**src/rtl/baud_pkg.sv**
```systemverilog
// Package: shared encodings for the fractional baud rate generator.
// Assumes: consumers import it; it holds no state.
package baud_pkg;
    // Oversampling mode as seen on the mode input.
    typedef enum logic {
        OS_16X = 1'b0,
        OS_8X  = 1'b1
    } os_mode_e;
endpackage

```
**src/rtl/baud_prescale.sv**
```systemverilog
// Module: baud_prescale
// Gives a count enable: every clock when bypassed, otherwise one clock
// in RATIO. The phase counter runs freely from reset.
// Assumes: RATIO >= 2.
module baud_prescale #(
    parameter int RATIO = 4
) (
    input  logic clk,
    input  logic rst_n,
    input  logic div_sel,
    output logic cnt_en
);
    localparam int PW = $clog2(RATIO);
    localparam logic [PW-1:0] LAST = PW'(RATIO - 1);

    logic [PW-1:0] phase;

    // Free-running phase counter that wraps at RATIO.
    always_ff @(posedge clk) begin
        if (!rst_n)             phase <= '0;
        else if (phase == LAST) phase <= '0;
        else                    phase <= phase + 1'b1;
    end

    // Enable is either every clock or the last phase only.
    always_comb cnt_en = div_sel ? (phase == LAST) : 1'b1;

    // with division selected, an enable is never followed by another.
    assert_prescale_gap_R4: assert property (@(posedge clk) disable iff (!rst_n)
        (div_sel && cnt_en) |=> (!cnt_en || !div_sel));
endmodule

```
**src/rtl/baud_period.sv**
```systemverilog
// Module: baud_period
// Counts enabled clocks to form one sample period of integer length
// plus a one-clock stretch. The stretch comes from the carry of a
// fraction accumulator. A new divisor is loaded only at a period end,
// or from idle.
// Assumes: cnt_en comes from baud_prescale. A divisor of 0 means stop.
module baud_period #(
    parameter int DIV_W  = 16,
    parameter int FRAC_W = 4
) (
    input  logic              clk,
    input  logic              rst_n,
    input  logic              cnt_en,
    input  logic [DIV_W-1:0]  div_in,
    input  logic [FRAC_W-1:0] frac_in,
    output logic              fire,
    output logic              running,
    output logic              sample_q
);
    localparam int LEN_W = DIV_W + 1;

    logic [LEN_W-1:0]  len;
    logic [LEN_W-1:0]  cnt;
    logic [FRAC_W-1:0] acc;
    logic [FRAC_W:0]   sum;
    logic [LEN_W-1:0]  new_len;
    logic              load;

    // Next accumulator value and the length of the next period.
    always_comb begin
        sum     = {1'b0, acc} + {1'b0, frac_in};
        new_len = {1'b0, div_in} + LEN_W'(sum[FRAC_W]);
    end

    // Period end: last enabled clock of a running period.
    always_comb fire = cnt_en && running && (cnt == len - LEN_W'(1));
    always_comb load = cnt_en && (!running || fire);

    // Period state: load at the boundary, else count enabled clocks.
    always_ff @(posedge clk) begin
        if (!rst_n) begin
            len     <= '0;
            cnt     <= '0;
            acc     <= '0;
            running <= 1'b0;
        end else if (load) begin
            cnt <= '0;
            if (div_in != '0) begin
                len     <= new_len;
                acc     <= sum[FRAC_W-1:0];
                running <= 1'b1;
            end else begin
                len     <= '0;
                acc     <= '0;
                running <= 1'b0;
            end
        end else if (cnt_en && running) begin
            cnt <= cnt + 1'b1;
        end
    end

    // Registered sample strobe.
    always_ff @(posedge clk) begin
        if (!rst_n) sample_q <= 1'b0;
        else        sample_q <= fire;
    end

    // the count never reaches the loaded length while running.
    assert_cnt_in_period_R2: assert property (@(posedge clk) disable iff (!rst_n)
        running |-> (cnt < len));
    // the period length changes only at a load.
    assert_len_held_R7: assert property (@(posedge clk) disable iff (!rst_n)
        (running && !load) |=> $stable(len));
    // a stopped counter produces no strobe on the next clock.
    assert_no_tick_idle_R6: assert property (@(posedge clk) disable iff (!rst_n)
        !running |=> !sample_q);
endmodule

```
**src/rtl/baud_bitcount.sv**
```systemverilog
// Module: baud_bitcount
// Counts sample strobes and flags the last sample of each bit. The
// oversampling mode is taken at a bit boundary, or while stopped.
// Assumes: fire and running come from baud_period. OS_LO < OS_HI.
module baud_bitcount #(
    parameter int OS_HI = 16,
    parameter int OS_LO = 8
) (
    input  logic clk,
    input  logic rst_n,
    input  logic fire,
    input  logic running,
    input  logic os_sel,
    output logic bit_q
);
    import baud_pkg::*;
    localparam int CW = $clog2(OS_HI);

    logic [CW-1:0] scnt;
    os_mode_e      act_mode;
    logic [CW-1:0] last;

    // Index of the final sample in the active mode.
    always_comb last = (act_mode == OS_8X) ? CW'(OS_LO - 1) : CW'(OS_HI - 1);

    // Sample index and mode latch.
    always_ff @(posedge clk) begin
        if (!rst_n) begin
            scnt     <= '0;
            act_mode <= OS_16X;
        end else if (!running) begin
            scnt     <= '0;
            act_mode <= os_mode_e'(os_sel);
        end else if (fire) begin
            if (scnt == last) begin
                scnt     <= '0;
                act_mode <= os_mode_e'(os_sel);
            end else begin
                scnt <= scnt + 1'b1;
            end
        end
    end

    // Registered bit strobe, aligned with the sample strobe.
    always_ff @(posedge clk) begin
        if (!rst_n) bit_q <= 1'b0;
        else        bit_q <= running && fire && (scnt == last);
    end

    // the sample index stays inside the active mode's range.
    assert_scnt_range_R5: assert property (@(posedge clk) disable iff (!rst_n)
        scnt <= last);
endmodule

```
**src/rtl/frac_baud_gen.sv**
```systemverilog
// Module: frac_baud_gen (top)
// Fractional baud rate generator for one serial channel: an optional
// divide-by-4, a fractional period counter, and a sample-to-bit counter.
// Assumes: the divisor inputs are held in registers outside the block.
// A changed value is taken at the next period end.
module frac_baud_gen #(
    parameter int BYTE_W    = 8,
    parameter int FRAC_W    = 4,
    parameter int PRE_RATIO = 4,
    parameter int OS_HI     = 16,
    parameter int OS_LO     = 8
) (
    input  logic              clk,
    input  logic              rst_n,
    input  logic [BYTE_W-1:0] div_lo,
    input  logic [BYTE_W-1:0] div_hi,
    input  logic [FRAC_W-1:0] div_frac,
    input  logic              pre_div4,
    input  logic              os_8x,
    output logic              sample_tick,
    output logic              bit_tick
);
    localparam int DIV_W = 2 * BYTE_W;

    logic             cnt_en;
    logic             fire;
    logic             running;
    logic [DIV_W-1:0] div_full;

    // Join the two divisor bytes.
    always_comb div_full = {div_hi, div_lo};

    baud_prescale #(.RATIO(PRE_RATIO)) u_pre (
        .clk(clk), .rst_n(rst_n), .div_sel(pre_div4), .cnt_en(cnt_en)
    );

    baud_period #(.DIV_W(DIV_W), .FRAC_W(FRAC_W)) u_period (
        .clk(clk), .rst_n(rst_n), .cnt_en(cnt_en), .div_in(div_full),
        .frac_in(div_frac), .fire(fire), .running(running),
        .sample_q(sample_tick)
    );

    baud_bitcount #(.OS_HI(OS_HI), .OS_LO(OS_LO)) u_bits (
        .clk(clk), .rst_n(rst_n), .fire(fire), .running(running),
        .os_sel(os_8x), .bit_q(bit_tick)
    );

    // a bit strobe is always also a sample strobe.
    assert_bit_with_sample_R5: assert property (@(posedge clk) disable iff (!rst_n)
        bit_tick |-> sample_tick);
    // both strobes are low in the cycle after a reset clock.
    assert_reset_quiet_R1: assert property (@(posedge clk)
        !rst_n |=> (!sample_tick && !bit_tick));
endmodule

```
**config.mk**
```make
export PLATFORM = sky130hd
export DESIGN_NAME = frac_baud_gen
export DESIGN_NICKNAME = d
export VERILOG_FILES = /design/src/rtl/baud_pkg.sv /design/src/rtl/baud_prescale.sv /design/src/rtl/baud_period.sv /design/src/rtl/baud_bitcount.sv /design/src/rtl/frac_baud_gen.sv
export SDC_FILE = /design/constraint.sdc
export NUM_CORES = 1
export LEC_CHECK = 0
export ABC_CLOCK_PERIOD_IN_PS = 7300
export BUFFER_PORTS_ARGS = -buffer_cell sky130_fd_sc_hd__buf_2
export CAP_MARGIN = 20
export CORE_MARGIN = 1.5
export CORE_UTILIZATION = 64
export CTS_CLUSTER_SIZE = 40
export DETAILED_ROUTE_END_ITERATION = 10
export PLACE_DENSITY_LB_ADDON = 0.08
export RECOVER_POWER = 100
export SYNTH_ARGS = -nofsm -noshare
export SYNTH_HDL_FRONTEND = slang
export SYNTH_SLANG_ARGS = --single-unit
```
**constraint.sdc**
```tcl
create_clock -name clk -period 7.3 [get_ports clk]
set_input_delay 1.825 -clock clk [delete_from_list [all_inputs] [get_ports clk]]
set_output_delay 1.825 -clock clk [all_outputs]
set_load 0.005 [all_outputs]
```
# Word level (Yosys, flattened, before mapping)
# Index checks and enable logic that the tools add are counted.
# op_classes
bitwise_logic	1
addsub	6
n_mux	9
n_mul	0
n_eq_ne	5
shift	0
magnitude_cmp	0
div_mod_pow	0
reduce_logical	12
# op_table
op	count
adder 16 x 1 -> 17 bit	1
adder 17 x 1 -> 17 bit (second input constant)	1
== test 17 bit	1
two-way mux 17 bit	1
subtractor 17 x 1 -> 17 bit (second input constant)	1
nonzero test 16 bit	1
two-way mux 4 bit	3
adder 4 x 4 -> 5 bit	1
logical AND 1 bit	5
two-way mux 1 bit	5
adder 4 x 1 -> 4 bit (second input constant)	1
== test 4 bit	1
inequality test 2 x 1 -> 1 bit (second input constant)	2
AND reduction 2 bit	2
OR reduction 2 bit	2
adder 2 x 1 -> 2 bit (second input constant)	1
== test 2 bit (second input constant)	1
zero test 1 bit	1
logical OR 1 bit	1
inverter 1 bit	1
# totals
output_inout_bits	2
latch_bits	0
mem_count	0
romBits	0
elab_cells	42
ramBits	0
inputBits	24
reg_bits	48

# Depth between registers and ports, before layout
# logic_depth
ltp_word	7
depth_mapped	12
ltp_nobuf	12

# Hierarchy
# Synthesis repeated with hierarchy kept, for this count alone.
# unflattened
cells_unflattened	324
area_unflattened_um2	2874.0
# by_module_without_submodules
mod	seq_area_each_um2	cells_each	n_inst	area_each_um2
baud_period	800.8	290	1	2528.7
baud_bitcount	120.1	28	1	265.3
baud_prescale	40.0	6	1	80.1

# Worst setup path after synthesis
# No wires, ideal clock.
# synth_timing
kind	input port to flip-flop
from	in pre_div4
to	reg u_period.len[16]
n_path_buf	1
arrival_ns	4.047
cell_stages	9
required_ns	7.183
slack_ns	3.136
setup_ns	0.117
path_cell_list	nor2b_1 -> nor2_1 -> o2111a_1 -> or4b_4 -> nor4_4 -> a31oi_1 -> o21a_2 -> buf_6 -> a22o_1
# synth_via
elab_chain_len	5
# synth_rtl
element	line_no	source
from (decl)	frac_baud_gen.sv:18	input logic pre_div4,
two-way mux 1 bit *	baud_prescale.sv:26	always_comb cnt_en = div_sel ? (phase == LAST) : 1'b1;
logical AND 1 bit (2 in a row)	baud_period.sv:36	always_comb fire = cnt_en && running && (cnt == len - LEN_W'(1));
logical OR 1 bit	baud_period.sv:37	always_comb load = cnt_en && (!running || fire);
logical AND 1 bit *	baud_period.sv:37	
to (signal assigned)	baud_period.sv:49	len <= new_len;
to (decl)	baud_period.sv:22	logic [LEN_W-1:0] len;
# Every way passes the cells marked *; elsewhere a longest branch is shown, timed or not.
# A chain may end at the register's enable or synchronous reset.

# Worst setup path after layout
# layout_timing
from	in pre_div4
to	reg u_period.cnt[0]
# layout_via
elab_chain_len	6
# layout_rtl
element	line_no	source
two-way mux 1 bit *	baud_prescale.sv:26	
logical AND 1 bit	baud_period.sv:36, baud_period.sv:57	
logical AND 1 bit	baud_period.sv:36	
logical OR 1 bit	baud_period.sv:37	
logical AND 1 bit	baud_period.sv:37	
OR reduction 2 bit (no source line)	-	
to (signal assigned)	baud_period.sv:58	cnt <= cnt + 1'b1;
to (decl)	baud_period.sv:23	logic [LEN_W-1:0] cnt;
# Marked as above.

==> flow_summary.json <==
{
  "finalHoldViolations": 0,
  "post-synth-top-count-cell": "dfxtp_1",
  "track_usage": 0.231,
  "cap_violations": 1,
  "p_int_mw": 0.433,
  "fin_area_um2": 3080,
  "vias": 2355,
  "endpoint_kind": "register",
  "yosysWarningCount": 0,
  "die_h_um": 69.9,
  "grt_overflow": 0,
  "cts_root_buf": "clkbuf_8",
  "post_cts_buffers": 0,
  "wl_per_cell_um": 13.7,
  "pin_count": 26,
  "skew_ps": 5.99,
  "grt_pass1_vias": 2040,
  "yosys.area.top_type": "dfxtp_1",
  "syn_area_per_cell_um2": 8.89,
  "violations": "max-capacitance violations, max-slew violations",
  "syn_area_um2": 2860,
  "initial_core_util": 0.662,
  "syn_inst": 322,
  "clkPwrFrac": 0.309,
  "post-route-drc-count": 0,
  "antenna_cells": 0,
  "yosys-top-cells-area": "dfxtp_1, xnor2_1, xor2_1",
  "cts_tree": "done",
  "grt_setup_unrepaired": "no",
  "insertion_delay_ps": 300,
  "cpMostUsedCell": "nor2_1",
  "synth_edf_count": 0,
  "share_seq_of_total_power": 0.481,
  "cts.htree.levels": 2,
  "core_um2": 4320,
  "yosys.cell_types.count": 53,
  "setup_viol": 0,
  "drive_gt1_frac": 0.113,
  "routed_via_density": 5.92,
  "area_growth_pct": 7.61,
  "gp_congestion": 0.812,
  "ys_seq_area_frac": 0.336,
  "port_buffers": 25,
  "yosys_register_bits": 48,
  "cts_buffers": 5,
  "critical_path_class": "in -> reg",
  "path_max_fanout": 16,
  "synth_commonest_cells": "dfxtp_1, nor2_1, xnor2_1",
  "swShare": 0.281,
  "syn_nets": 357,
  "multi_input_area_um2": 1790,
  "cts_resized": 0,
  "required_ps": 7420,
  "clkTransAtPathRegs_ps": 80,
  "placedCellCount": 390,
  "antenna_found_initial": 0,
  "finalSetupTns_ps": 0,
  "comb_power_share": 0.210,
  "fin_crit_sh": 0.716,
  "netSwitchingPower_mw": 0.169,
  "slew_viol_final": 17,
  "fillers": 375,
  "grt_max_degree": 23,
  "max_stage_delay_ps": 1340,
  "slew_headroom": -0.156,
  "ff_latch_area_um2": 961,
  "cts_sinks": 48,
  "fmax_mhz": 191,
  "num_rows": 24,
  "cp.arrival_ps": 5340,
  "die_area_um2": 4880,
  "synth_top_area_frac": 0.336,
  "worst_slew_pin_slew_ps": 1720,
  "drtPass1Iterations": 4,
  "status": "finished, violations left",
  "placed_area_um2": 3000,
  "layout_min_cycle_time_ps": 5230,
  "hp-class": "reg -> reg",
  "ys.flop_type": "dfxtp_1",
  "p_per_area_nw_per_um2": 195,
  "instances_no_fill": 398,
  "cp_cell_sequence": "buf_2, nor2b_1, nor2_1, o2111a_1, or4b_1, nor4_1, a31oi_1, o21ai_0, nor2_1",
  "drtIter0Drc": 141,
  "clk_path_buf_depth": 2,
  "vdd_drop_max_uv": 103,
  "cp_slowest_cell": "o21ai_0",
  "final_util": 0.712,
  "grt_pass1_wl_mm": 9.31,
  "synthArstFlopShare": 0,
  "ant_nets": 0,
  "dp_hpwl_mm": 4.24,
  "cts_hold_buf": 0,
  "leakage_nw": 1.24,
  "cp-start-kind": "primary input",
  "wl_mm": 5.46,
  "final_nets": 380,
  "fp.dieW_um": 69.9
}
[sequential cells by signal, summed over array words and instances (netlist names)]
register / count
u_period.len: 17
u_bits.act_mode: 1
u_period.sample_q: 1
u_bits.bit_q: 1
u_bits.scnt: 4
u_pre.phase: 2
u_period.acc: 4
u_period.running: 1
u_period.cnt: 17
[stage by stage]
stage | setup slack, ps | power [mW] | hold slack [ps]
3_3_place_gp | 2720 | 0.421 | 418
3_5_place_dp | 2680 | 0.424 | 434
6_report | 2070 | 0.602 | 439
5_1_grt | 1530 | 0.632 | 460
2_1_floorplan | 3140 | 0.393 | 408
4_1_cts | 2990 | 0.608 | 447
[critical path, delay by kind of cell]
kind            cells  cell delay [ps]
compound gates      3             1810
buf+inv             1               90
simple gates        5             1630
[layout make-up]
type | instances | area share
inverter | 9 | 0.0110
multi-input combinational | 256 | 0.581
timing repair buffer | 25 | 0.0402
clock buffer | 6 | 0.0236
clock inverter | 2 | 0.0114
sequential | 48 | 0.312
tap | 52 | 0.0211
[power by group through the flow]
stage / Combinational (mW) / Clock, mW / Sequential [mW]
floorplan: 0.104 / 0 / 0.289
global placement: 0.125 / 0 / 0.295
detailed placement: 0.128 / 0 / 0.295
CTS: 0.129 / 0.190 / 0.289
global route: 0.141 / 0.199 / 0.292
finish: 0.126 / 0.186 / 0.290
[cells in the final DEF (no fill, tap or decap), drive strengths merged, types with 4 or more instances in the layout]
cell / count
inv: 9
nor4: 11
or4: 4
and3: 8
dfxtp: 48
xnor2: 28
a21oi: 7
and2: 4
nand2: 17
nand3: 14
nand4: 10
xor2: 24
buf: 24
a22o: 21
clkbuf: 7
nor2: 37
nor3: 11
ha: 10
or3: 4
[path summary, 6_finish.rpt]
| path | startpoint | endpoint | slack [ps] | cells past startpoint |
|---|---|---|---|---|
| max | pre_div4 | u_period.cnt[0]$_SDFFE_PP0P_ | 2070 | 9 |
| min reg2reg | u_pre.phase[0]$_SDFF_PP0_ | u_pre.phase[0]$_SDFF_PP0_ | 440 | 1 |
| max reg2reg | u_period.len[0]$_SDFFE_PN0P_ | u_period.cnt[0]$_SDFFE_PP0P_ | 2840 | 10 |
| min | u_pre.phase[0]$_SDFF_PP0_ | u_pre.phase[0]$_SDFF_PP0_ | 440 | 1 |
[per-layer routing]
| layer | GRT usage | part of all wire | vias up |
|---|---|---|---|
| li1 | - | - | 1228 |
| met1 | 0.330 | 0.51 | 1058 |
| met2 | 0.366 | 0.44 | 58 |
| met3 | 0.0303 | 0.035 | 11 |
| met4 | 0.0705 | 0.016 | 0 |
| met5 | 0 | 0 | - |
[logic make-up (layout without fill, tap and decap cells)]
kind of cell | Yosys count | count (layout) | synth area share
AND/OR/NAND/NOR | 136 | 136 | 0.258
AO/OA/AOI/OAI | 53 | 53 | 0.151
XOR/XNOR | 52 | 52 | 0.159
flip-flops | 48 | 48 | 0.336
buffers and inverters | 18 | 42 | 0.0310
adder cells (fa/ha/maj) | 11 | 11 | 0.0507
multiplexers | 4 | 4 | 0.0144
Note: power is estimated with default switching activity, not from simulation.
